**src/rtl/irqs_pkg.sv**
```systemverilog
`timescale 1ns/1ps
package irqs_pkg;

  typedef enum logic [2:0] {
    RG_NONE, RG_CTRL, RG_MASK, RG_FORCE, RG_STAT, RG_MDIS, RG_MSTAT
  } rgn_e;

  typedef struct packed {
    rgn_e        rgn;
    logic [15:0] idx;
  } dec_t;

  // Map a word offset to a register region and an index within the bank.
  function automatic dec_t decode_word(input int unsigned word, input int unsigned nw);
    dec_t d;
    d.rgn = RG_NONE;
    d.idx = '0;
    if (word == 0) begin
      d.rgn = RG_CTRL;
    end else if (word <= nw) begin
      d.rgn = RG_MASK;
      d.idx = 16'(word - 1);
    end else if (word <= 2 * nw) begin
      d.rgn = RG_FORCE;
      d.idx = 16'(word - 1 - nw);
    end else if (word <= 3 * nw) begin
      d.rgn = RG_STAT;
      d.idx = 16'(word - 1 - 2 * nw);
    end else if (word == 3 * nw + 1) begin
      d.rgn = RG_MDIS;
    end else if (word == 3 * nw + 2) begin
      d.rgn = RG_MSTAT;
    end
    return d;
  endfunction

endpackage

```
**src/rtl/irqs_regs.sv**
```systemverilog
`timescale 1ns/1ps
module irqs_regs
  import irqs_pkg::*;
#(
  parameter int NUM_IN = 128,
  parameter int NOUT   = 2,
  parameter int CHAN_W = 8
) (
  input  logic              clk,
  input  logic              rst_n,
  input  logic              wr_en,
  input  dec_t              dec,
  input  logic [31:0]       wdata,
  output logic [NUM_IN-1:0] mask_q,
  output logic [NUM_IN-1:0] force_q,
  output logic [NOUT-1:0]   mdis_q,
  output logic [CHAN_W-1:0] ctrl_q
);
  localparam int NW = NUM_IN / 32;

  // Storage is kept in input order; word w of a bank covers group NW-1-w.
  for (genvar w = 0; w < NW; w++) begin : g_word
    localparam int BASE = (NW - 1 - w) * 32;
    logic hit;
    assign hit = wr_en && (dec.idx == 16'(w));

    always_ff @(posedge clk or negedge rst_n) begin
      if (!rst_n) begin
        mask_q[BASE +: 32]  <= '0;
        force_q[BASE +: 32] <= '0;
      end else if (hit) begin
        if (dec.rgn == RG_MASK)  mask_q[BASE +: 32]  <= wdata;
        if (dec.rgn == RG_FORCE) force_q[BASE +: 32] <= wdata;
      end
    end
  end

  always_ff @(posedge clk or negedge rst_n) begin
    if (!rst_n) begin
      mdis_q <= '0;
      ctrl_q <= '0;
    end else if (wr_en) begin
      if (dec.rgn == RG_MDIS) mdis_q <= wdata[NOUT-1:0];
      if (dec.rgn == RG_CTRL) ctrl_q <= wdata[CHAN_W-1:0];
    end
  end

endmodule

```
**src/rtl/irqs_fold.sv**
```systemverilog
`timescale 1ns/1ps
module irqs_fold #(
  parameter int NUM_IN = 128,
  parameter int NOUT   = 2
) (
  input  logic              clk,
  input  logic              rst_n,
  input  logic [NUM_IN-1:0] irq_in,
  input  logic [NUM_IN-1:0] mask_q,
  input  logic [NUM_IN-1:0] force_q,
  input  logic [NOUT-1:0]   mdis_q,
  output logic [NUM_IN-1:0] status,
  output logic [NOUT-1:0]   irq_out
);
  logic [NOUT-1:0] grp_any;

  assign status = (irq_in | force_q) & mask_q;

  for (genvar k = 0; k < NOUT; k++) begin : g_grp
    localparam int LO = 64 * k;
    localparam int GW = ((NUM_IN - LO) >= 64) ? 64 : (NUM_IN - LO);
    assign grp_any[k] = |status[LO +: GW];
  end

  always_ff @(posedge clk or negedge rst_n) begin
    if (!rst_n) irq_out <= '0;
    else        irq_out <= grp_any & ~mdis_q;
  end

endmodule

```
**src/rtl/irqs_rdmux.sv**
```systemverilog
`timescale 1ns/1ps
module irqs_rdmux
  import irqs_pkg::*;
#(
  parameter int NUM_IN = 128,
  parameter int NOUT   = 2,
  parameter int CHAN_W = 8
) (
  input  dec_t              dec,
  input  logic [NUM_IN-1:0] mask_q,
  input  logic [NUM_IN-1:0] force_q,
  input  logic [NUM_IN-1:0] status,
  input  logic [NOUT-1:0]   mdis_q,
  input  logic [NOUT-1:0]   irq_out,
  input  logic [CHAN_W-1:0] ctrl_q,
  output logic [31:0]       rword
);
  localparam int NW = NUM_IN / 32;

  always_comb begin
    rword = '0;
    unique case (dec.rgn)
      RG_CTRL:  rword[CHAN_W-1:0] = ctrl_q;
      RG_MDIS:  rword[NOUT-1:0]   = mdis_q;
      RG_MSTAT: rword[NOUT-1:0]   = irq_out;
      RG_MASK, RG_FORCE, RG_STAT: begin
        for (int w = 0; w < NW; w++) begin
          if (dec.idx == 16'(w)) begin
            if (dec.rgn == RG_MASK)       rword = mask_q[(NW-1-w)*32 +: 32];
            else if (dec.rgn == RG_FORCE) rword = force_q[(NW-1-w)*32 +: 32];
            else                          rword = status[(NW-1-w)*32 +: 32];
          end
        end
      end
      default: rword = '0;
    endcase
  end

endmodule

```
**src/rtl/irq_steer_agg.sv**
```systemverilog
`timescale 1ns/1ps
module irq_steer_agg
  import irqs_pkg::*;
#(
  parameter int NUM_IN = 128,
  parameter int CHAN_W = 8,
  parameter int ADDR_W = 8,
  localparam int NOUT  = (NUM_IN + 63) / 64
) (
  input  logic              clk,
  input  logic              rst_n,
  input  logic              bus_we,
  input  logic [ADDR_W-1:0] bus_addr,
  input  logic [31:0]       bus_wdata,
  output logic [31:0]       bus_rdata,
  input  logic [NUM_IN-1:0] irq_in,
  output logic [NOUT-1:0]   irq_out,
  output logic [CHAN_W-1:0] chan_sel
);
  localparam int NW = NUM_IN / 32;

  dec_t              dec;
  logic [NUM_IN-1:0] mask_q;
  logic [NUM_IN-1:0] force_q;
  logic [NUM_IN-1:0] status;
  logic [NOUT-1:0]   mdis_q;
  logic [31:0]       rword;

  assign dec = decode_word(32'(bus_addr >> 2), NW);

  irqs_regs #(.NUM_IN(NUM_IN), .NOUT(NOUT), .CHAN_W(CHAN_W)) u_regs (
    .clk(clk), .rst_n(rst_n), .wr_en(bus_we), .dec(dec), .wdata(bus_wdata),
    .mask_q(mask_q), .force_q(force_q), .mdis_q(mdis_q), .ctrl_q(chan_sel)
  );

  irqs_fold #(.NUM_IN(NUM_IN), .NOUT(NOUT)) u_fold (
    .clk(clk), .rst_n(rst_n), .irq_in(irq_in), .mask_q(mask_q),
    .force_q(force_q), .mdis_q(mdis_q), .status(status), .irq_out(irq_out)
  );

  irqs_rdmux #(.NUM_IN(NUM_IN), .NOUT(NOUT), .CHAN_W(CHAN_W)) u_rd (
    .dec(dec), .mask_q(mask_q), .force_q(force_q), .status(status),
    .mdis_q(mdis_q), .irq_out(irq_out), .ctrl_q(chan_sel), .rword(rword)
  );

  always_ff @(posedge clk or negedge rst_n) begin
    if (!rst_n) bus_rdata <= '0;
    else        bus_rdata <= rword;
  end

endmodule

```
**config.mk**
```make
export PLATFORM = sky130hd
export DESIGN_NAME = irq_steer_agg
export DESIGN_NICKNAME = d
export VERILOG_FILES = /design/src/rtl/irqs_pkg.sv /design/src/rtl/irqs_regs.sv /design/src/rtl/irqs_fold.sv /design/src/rtl/irqs_rdmux.sv /design/src/rtl/irq_steer_agg.sv
export SDC_FILE = /design/constraint.sdc
export NUM_CORES = 1
export LEC_CHECK = 0
export BUFFER_PORTS_ARGS = -buffer_cell sky130_fd_sc_hd__buf_2
export CAP_MARGIN = 40
export CORE_MARGIN = 3
export CORE_UTILIZATION = 45
export DETAILED_ROUTE_END_ITERATION = 7
export GPL_ROUTABILITY_DRIVEN = 1
export GPL_TIMING_DRIVEN = 0
export SLEW_MARGIN = 20
export SYNTH_ARGS = -nofsm -noshare
export SYNTH_HDL_FRONTEND = slang
export SYNTH_HIERARCHICAL = 1
export SYNTH_SLANG_ARGS = --single-unit
```
**constraint.sdc**
```tcl
create_clock -name clk -period 1.8 [get_ports clk]
set_input_delay 0.36 -clock clk [delete_from_list [all_inputs] [get_ports clk]]
set_output_delay 0.36 -clock clk [all_outputs]
set_load 0.05 [all_outputs]
```
== Word level (Yosys, flattened, before mapping) ==
Cells that the tools add are included.
Word-level totals
  output and inout port bits: 42
  word-level logic and storage cells: 75
  register bits after elaboration: 300
  input bits: 171
Cells by class
  equality and inequality tests: 11
  order comparisons: 3
  reduce and logical (&&, ||, !) cells: 19
  multiplexer cells: 23
  add/sub/neg operators: 3
  bitwise logic cells: 4
Operators with widths (count)
  2-to-1 mux 32 bit: 12
  bitwise AND 128 bit: 1
  OR 128 bit: 1
  OR reduction 64 bit: 2
  2-to-1 mux 19 bit: 2
  equality test 16 x 2 -> 1 bit, second input constant: 2
  zero test 32 bit: 1
  2-to-1 mux 16 bit: 2
  2-to-1 mux 24 bit: 1
  AND reduction 2 bit: 10
  equality test 16 x 1 -> 1 bit, second input constant: 1
  zero test 16 bit: 1
  subtractor 16 x 3 -> 16 bit, second input constant: 1
  equality test 6 x 4 -> 1 bit, second input constant: 2
  less-or-equal comparator 6 x 4 -> 1 bit, second input constant: 2
  2-to-1 mux 3 bit: 4
  case mux 6 bit (2 select lines): 1
  equality test 3 bit, second input constant: 3
  case mux 2 bit (4 select lines): 1
  subtractor 7 x 5 -> 8 bit, second input constant: 1
  subtractor 6 x 1 -> 7 bit, second input constant: 1
  equality test 3 x 2 -> 1 bit, second input constant: 2
  less-or-equal comparator 6 x 3 -> 1 bit, second input constant: 1
  logical AND 1 bit: 4
  4 further kinds: 4

== Logic depth before layout (Yosys ltp) ==
  depth in word-level cells: 15
  gate-level depth with buffers: 19

== Modules after synthesis ==
Netlist, hierarchy kept.
By module, submodules not included
  irqs_regs: cells an instance 585, times used 1, area an instance 10460.0 µm²
  irqs_rdmux: cells an instance 549, times used 1, area an instance 3851.2 µm²
  irq_steer_agg: cells an instance 132, times used 1, area an instance 1432.6 µm²
  irqs_fold: cells an instance 174, times used 1, area an instance 1306.3 µm²

== Worst setup path before layout ==
OpenSTA, ideal clock, no wires.
  path kind: in2reg
  start: input port bus_addr[2]
  end: register u_regs.force_q[10]
  data required time: 1.672 ns
  path slack: -2.107 ns
  arrival time: 3.779 ns
  buffers on the path: 3
  library setup time: 0.128 ns
  stages on the path: 17
  cell sequence: inv_1 ha_1 buf_2 nor3b_1 xnor2_1 ha_1 a21oi_1 o21ai_1 ha_1 nor3_1 nor2_1 nor4_2 nand4b_2 or4_1 buf_2 buf_6 mux2_1
RTL lines
  start, declared: RTL line irq_steer_agg.sv:13  | input logic [ADDR_W-1:0] bus_addr,
  end signal, assigned by index: RTL line irqs_regs.sv:33  | if (dec.rgn == RG_FORCE) force_q[BASE +: 32] <= wdata;
  end, declared: RTL line irqs_regs.sv:15  | output logic [NUM_IN-1:0] force_q,

==> flow_metrics.py <==
metrics = {
    "min_path": {
        "hold_class": "in2reg",
    },
    "sta": {
        "finalHoldViolCount": 0,
        "finalWorstSetupSlack_ns": -1.58,
        "slew_headroom_pct": 44.6,
        "setup_viol": 300,
        "rsz0062_at_grt": "true",
        "tightest_slew_ns": 0.831,
        "finalCritPeriodShare_pct": 188,
        "max_freq_mhz": 296,
        "holdWs_ns": 0.177,
        "drv_slew": 0,
        "min_period_ns": 3.38,
        "finClkSkew_ns": 0.0193,
    },
    "drt": {
        "antenna_left": 0,
        "dr_total_vias": 14200,
        "drt_wl_total_mm": 65.3,
        "drtIter0Drc": 1149,
        "dr.pass1.iters": 8,
        "drcViolationCount": 0,
        "wl_per_cell_um": 27.8,
        "via_per_inst": 6.05,
    },
    "logic_synthesis": {
        "synthDistinctLibCells": 64,
        "ys_seq_elements": 300,
        "ys.flop_type": "dfrtp_1",
        "yosys_warnings": 6,
        "postSynthAreaPerCell_um2": 11.8,
        "synth_edf_count": 0,
        "syn_nets": 1620,
        "syn_area_um2": 17100,
        "synthArstFlopShare_pct": 100,
        "ys_top_cells_by_area": "dfrtp_1, mux2_1, mux2_4",
        "seq_area_frac_synth_pct": 44.0,
        "syn_inst": 1440,
        "yosysTopAreaCellShare_pct": 44.0,
        "synth_area_leader_cell": "dfrtp_1",
    },
    "run_status": {
        "status": "complete, but fails checks",
        "violations": "negative setup slack",
    },
    "placed_design": {
        "dp_hpwl_mm": 42.1,
        "numPortBuffers": 207,
        "gp_congestion": 0.885,
        "dpl.cell_count": 2155,
    },
    "flow_run": {
        "max-cap-violations": 0,
    },
    "floorplan": {
        "dieArea_um2": 40300,
        "die_w_um": 201,
        "fp-row-count": 70,
        "initial_core_util_pct": 46.1,
        "design.core.area_um2": 37000,
        "pin_count": 213,
        "die_h_um": 201,
    },
    "cells_and_area": {
        "area.sequential_um2": 7510,
        "syn_to_final_growth_pct": 40.1,
        "multi_input_area_um2": 10600,
        "instances_no_fill": 2347,
        "nNetsFinal": 1998,
        "drive_gt1_share_pct": 49.5,
        "fill_cells": 2875,
    },
    "grt": {
        "grt_pass1_vias": 14300,
        "gr-usage-all-layers_pct": 30.2,
        "grt_start_max_net_pins": 93,
        "grt_overflow_total": 0,
        "antenna_found_initial": 3,
        "grt_pass1_wl_mm": 92.7,
    },
    "worst_setup_path": {
        "critPathCaptureType": "register",
        "reg2reg_depth": 4,
        "crit_fanout": 6,
        "required_ns": 2.20,
        "reg2reg_slack_ns": -0.10,
        "r2r_end": "u_fold/irq_out[0]",
        "cp-start-kind": "primary input",
        "r2r_start": "u_regs/force_q[4]",
        "crit_end": "bus_rdata[9]",
        "arrival_ns": 3.78,
        "critPathKind": "in2reg",
        "setup.worst_path.start": "bus_addr[3]",
    },
    "cts": {
        "cts_tree": "built",
        "cts_root_buf": "clkbuf_16",
        "cts.sinks": 300,
        "clk_latency_ns": 0.53,
        "cts_made_buffers": 37,
        "htree_levels": 2,
        "path_clk_slew_ns": 0.06,
        "cts_max_path_buffers": 3,
    },
    "power": {
        "p_leak_nw": 11.4,
        "vdd_drop_max_v": 0.000523,
        "power_per_cell_area_nw_per_um2": 797,
    },
}
==> logic make-up after synthesis <==
group           after synthesis  share of synthesized area (%)
compound gates              380                           15.9
xor+xnor                      5                          0.257
fa+ha+maj                     9                          0.660
buf+inv                     108                           3.62
flops                       300                           44.0
mux                         397                           27.7
simple gates                241                           7.83
==> worst max-delay path, cell delays in order <==
cell and delay (ns):
buf_12 0.12, or4b_4 0.54, o32ai_4 0.11, nor2_1 0.09, nor2_2 0.14, ha_4 0.17
nor2_4 0.03, o21ai_2 0.13, a21o_4 0.22, a21oi_4 0.06, buf_6 0.13, nor4_4 0.22
buf_6 0.17, buf_12 0.11, nand4_1 0.22, buf_6 0.23, o21a_4 0.13, buf_4 0.14
buf_4 0.13, a22oi_2 0.23, a21oi_2 0.10
==> state kept, by name, summed over array words and instances (netlist names) <==
signal and flops:
u_regs/mdis_q 2, u_regs/force_q 128, bus_rdata 32, u_regs/ctrl_q 8, u_fold/irq_out 2, u_regs/mask_q 128
==> how the worst min path moves through the flow <==
stage                     slack (ns)  depth (start not counted)               from                 end
after floorplan                 0.06                          0              rst_n        bus_rdata[0]
after global placement          0.49                          1  u_regs/mask_q[70]   u_regs/mask_q[70]
after detailed placement        0.31                          1              rst_n        bus_rdata[7]
after CTS                       0.15                          2      bus_wdata[31]  u_regs/force_q[95]
after global routing            0.18                          2      bus_wdata[16]   u_regs/mask_q[16]
final                           0.18                          2      bus_wdata[16]   u_regs/mask_q[16]
==> power breakdown <==
group          switching, W  total, W  internal (W)
combinational       0.00230   0.00426       0.00196
sequential         0.000385   0.00760       0.00721
clock               0.00295   0.00719       0.00425
total               0.00563    0.0190        0.0134
==> final cells by class <==
class                      instances  share of cell area [%]
buffer                            88                    4.12
timing repair buffer             350                    12.6
clock buffer                      60                    4.54
multi-input combinational       1032                    44.2
inverter                           9                   0.262
clock inverter                     3                   0.230
tap                              504                    2.64
sequential                       300                    31.4
antenna                            1                  0.0105
==> routing by layer <==
layer	GRT usage, %	routed length, um	up-vias
li1	-	-	6196
met1	42.1	27800	7239
met2	47.6	30000	637
met3	5.38	5080	132
met4	10.3	2360	4
met5	0	27	-
==> cells in the final DEF, fill, tap and decap left out, drive strengths merged, types with 3 or more instances in the layout <==
cell type	count
buf	410
nor2	94
inv	9
a22oi	25
a211oi	25
mux2	274
o22ai	26
a211o	22
or2	3
ha	9
nor3	7
xnor2	3
nor3b	4
o21ai	36
o32ai	12
o21a	131
mux2i	123
and4	3
nand2b	8
clkbuf	86
dfrtp	300
nor2b	8
a21oi	65
a22o	25
nor4	42
nand2	42
or4	4
nand3	4
nor4b	3
nand4	12
==> metrics by stage <==
step	utilization [%]	total power (W)	worst slack (ns)	TNS, ns	area [um^2]
after floorplan	-	0.00948	-1.85	-509.91	17400
after global placement	51.7	0.0107	-5.60	-2421.92	19100
after detailed placement	52.0	0.0108	-3.06	-762.29	19200
after CTS	60.9	0.0186	-1.58	-427.85	22500
after global routing	64.6	0.0197	-1.69	-463.83	23900
final	64.6	0.0190	-1.58	-433.12	23900
==> what timing repair did <==
item,4_1_cts,5_1_grt
hold buffers,1,0
resized for setup,286,209
endpoints found under the hold margin,53,0
cloned,16,7
pin swaps,49,55
setup buffers,70,49
endpoints found under the setup margin,298,300
==> cells in the mapped netlist, types with 5 or more instances <==
library cell	count
o21a_1	128
o21ai_0	33
nand4_1	9
buf_2	58
nor2_1	93
a22oi_2	7
nor4_1	31
a22o_1	25
clkbuf_1	18
buf_4	5
a211oi_1	25
a21oi_1	64
o22ai_1	26
buf_6	16
nor3_1	7
o32ai_1	11
a211o_1	22
nand2b_1	7
ha_1	9
nor4_2	8
a22oi_1	18
mux2_2	16
nand2_1	42
inv_1	9
nor2b_1	8
mux2i_1	123
mux2_1	150
dfrtp_1	300
mux2_4	108
Power figures use the tool's default switching activity.
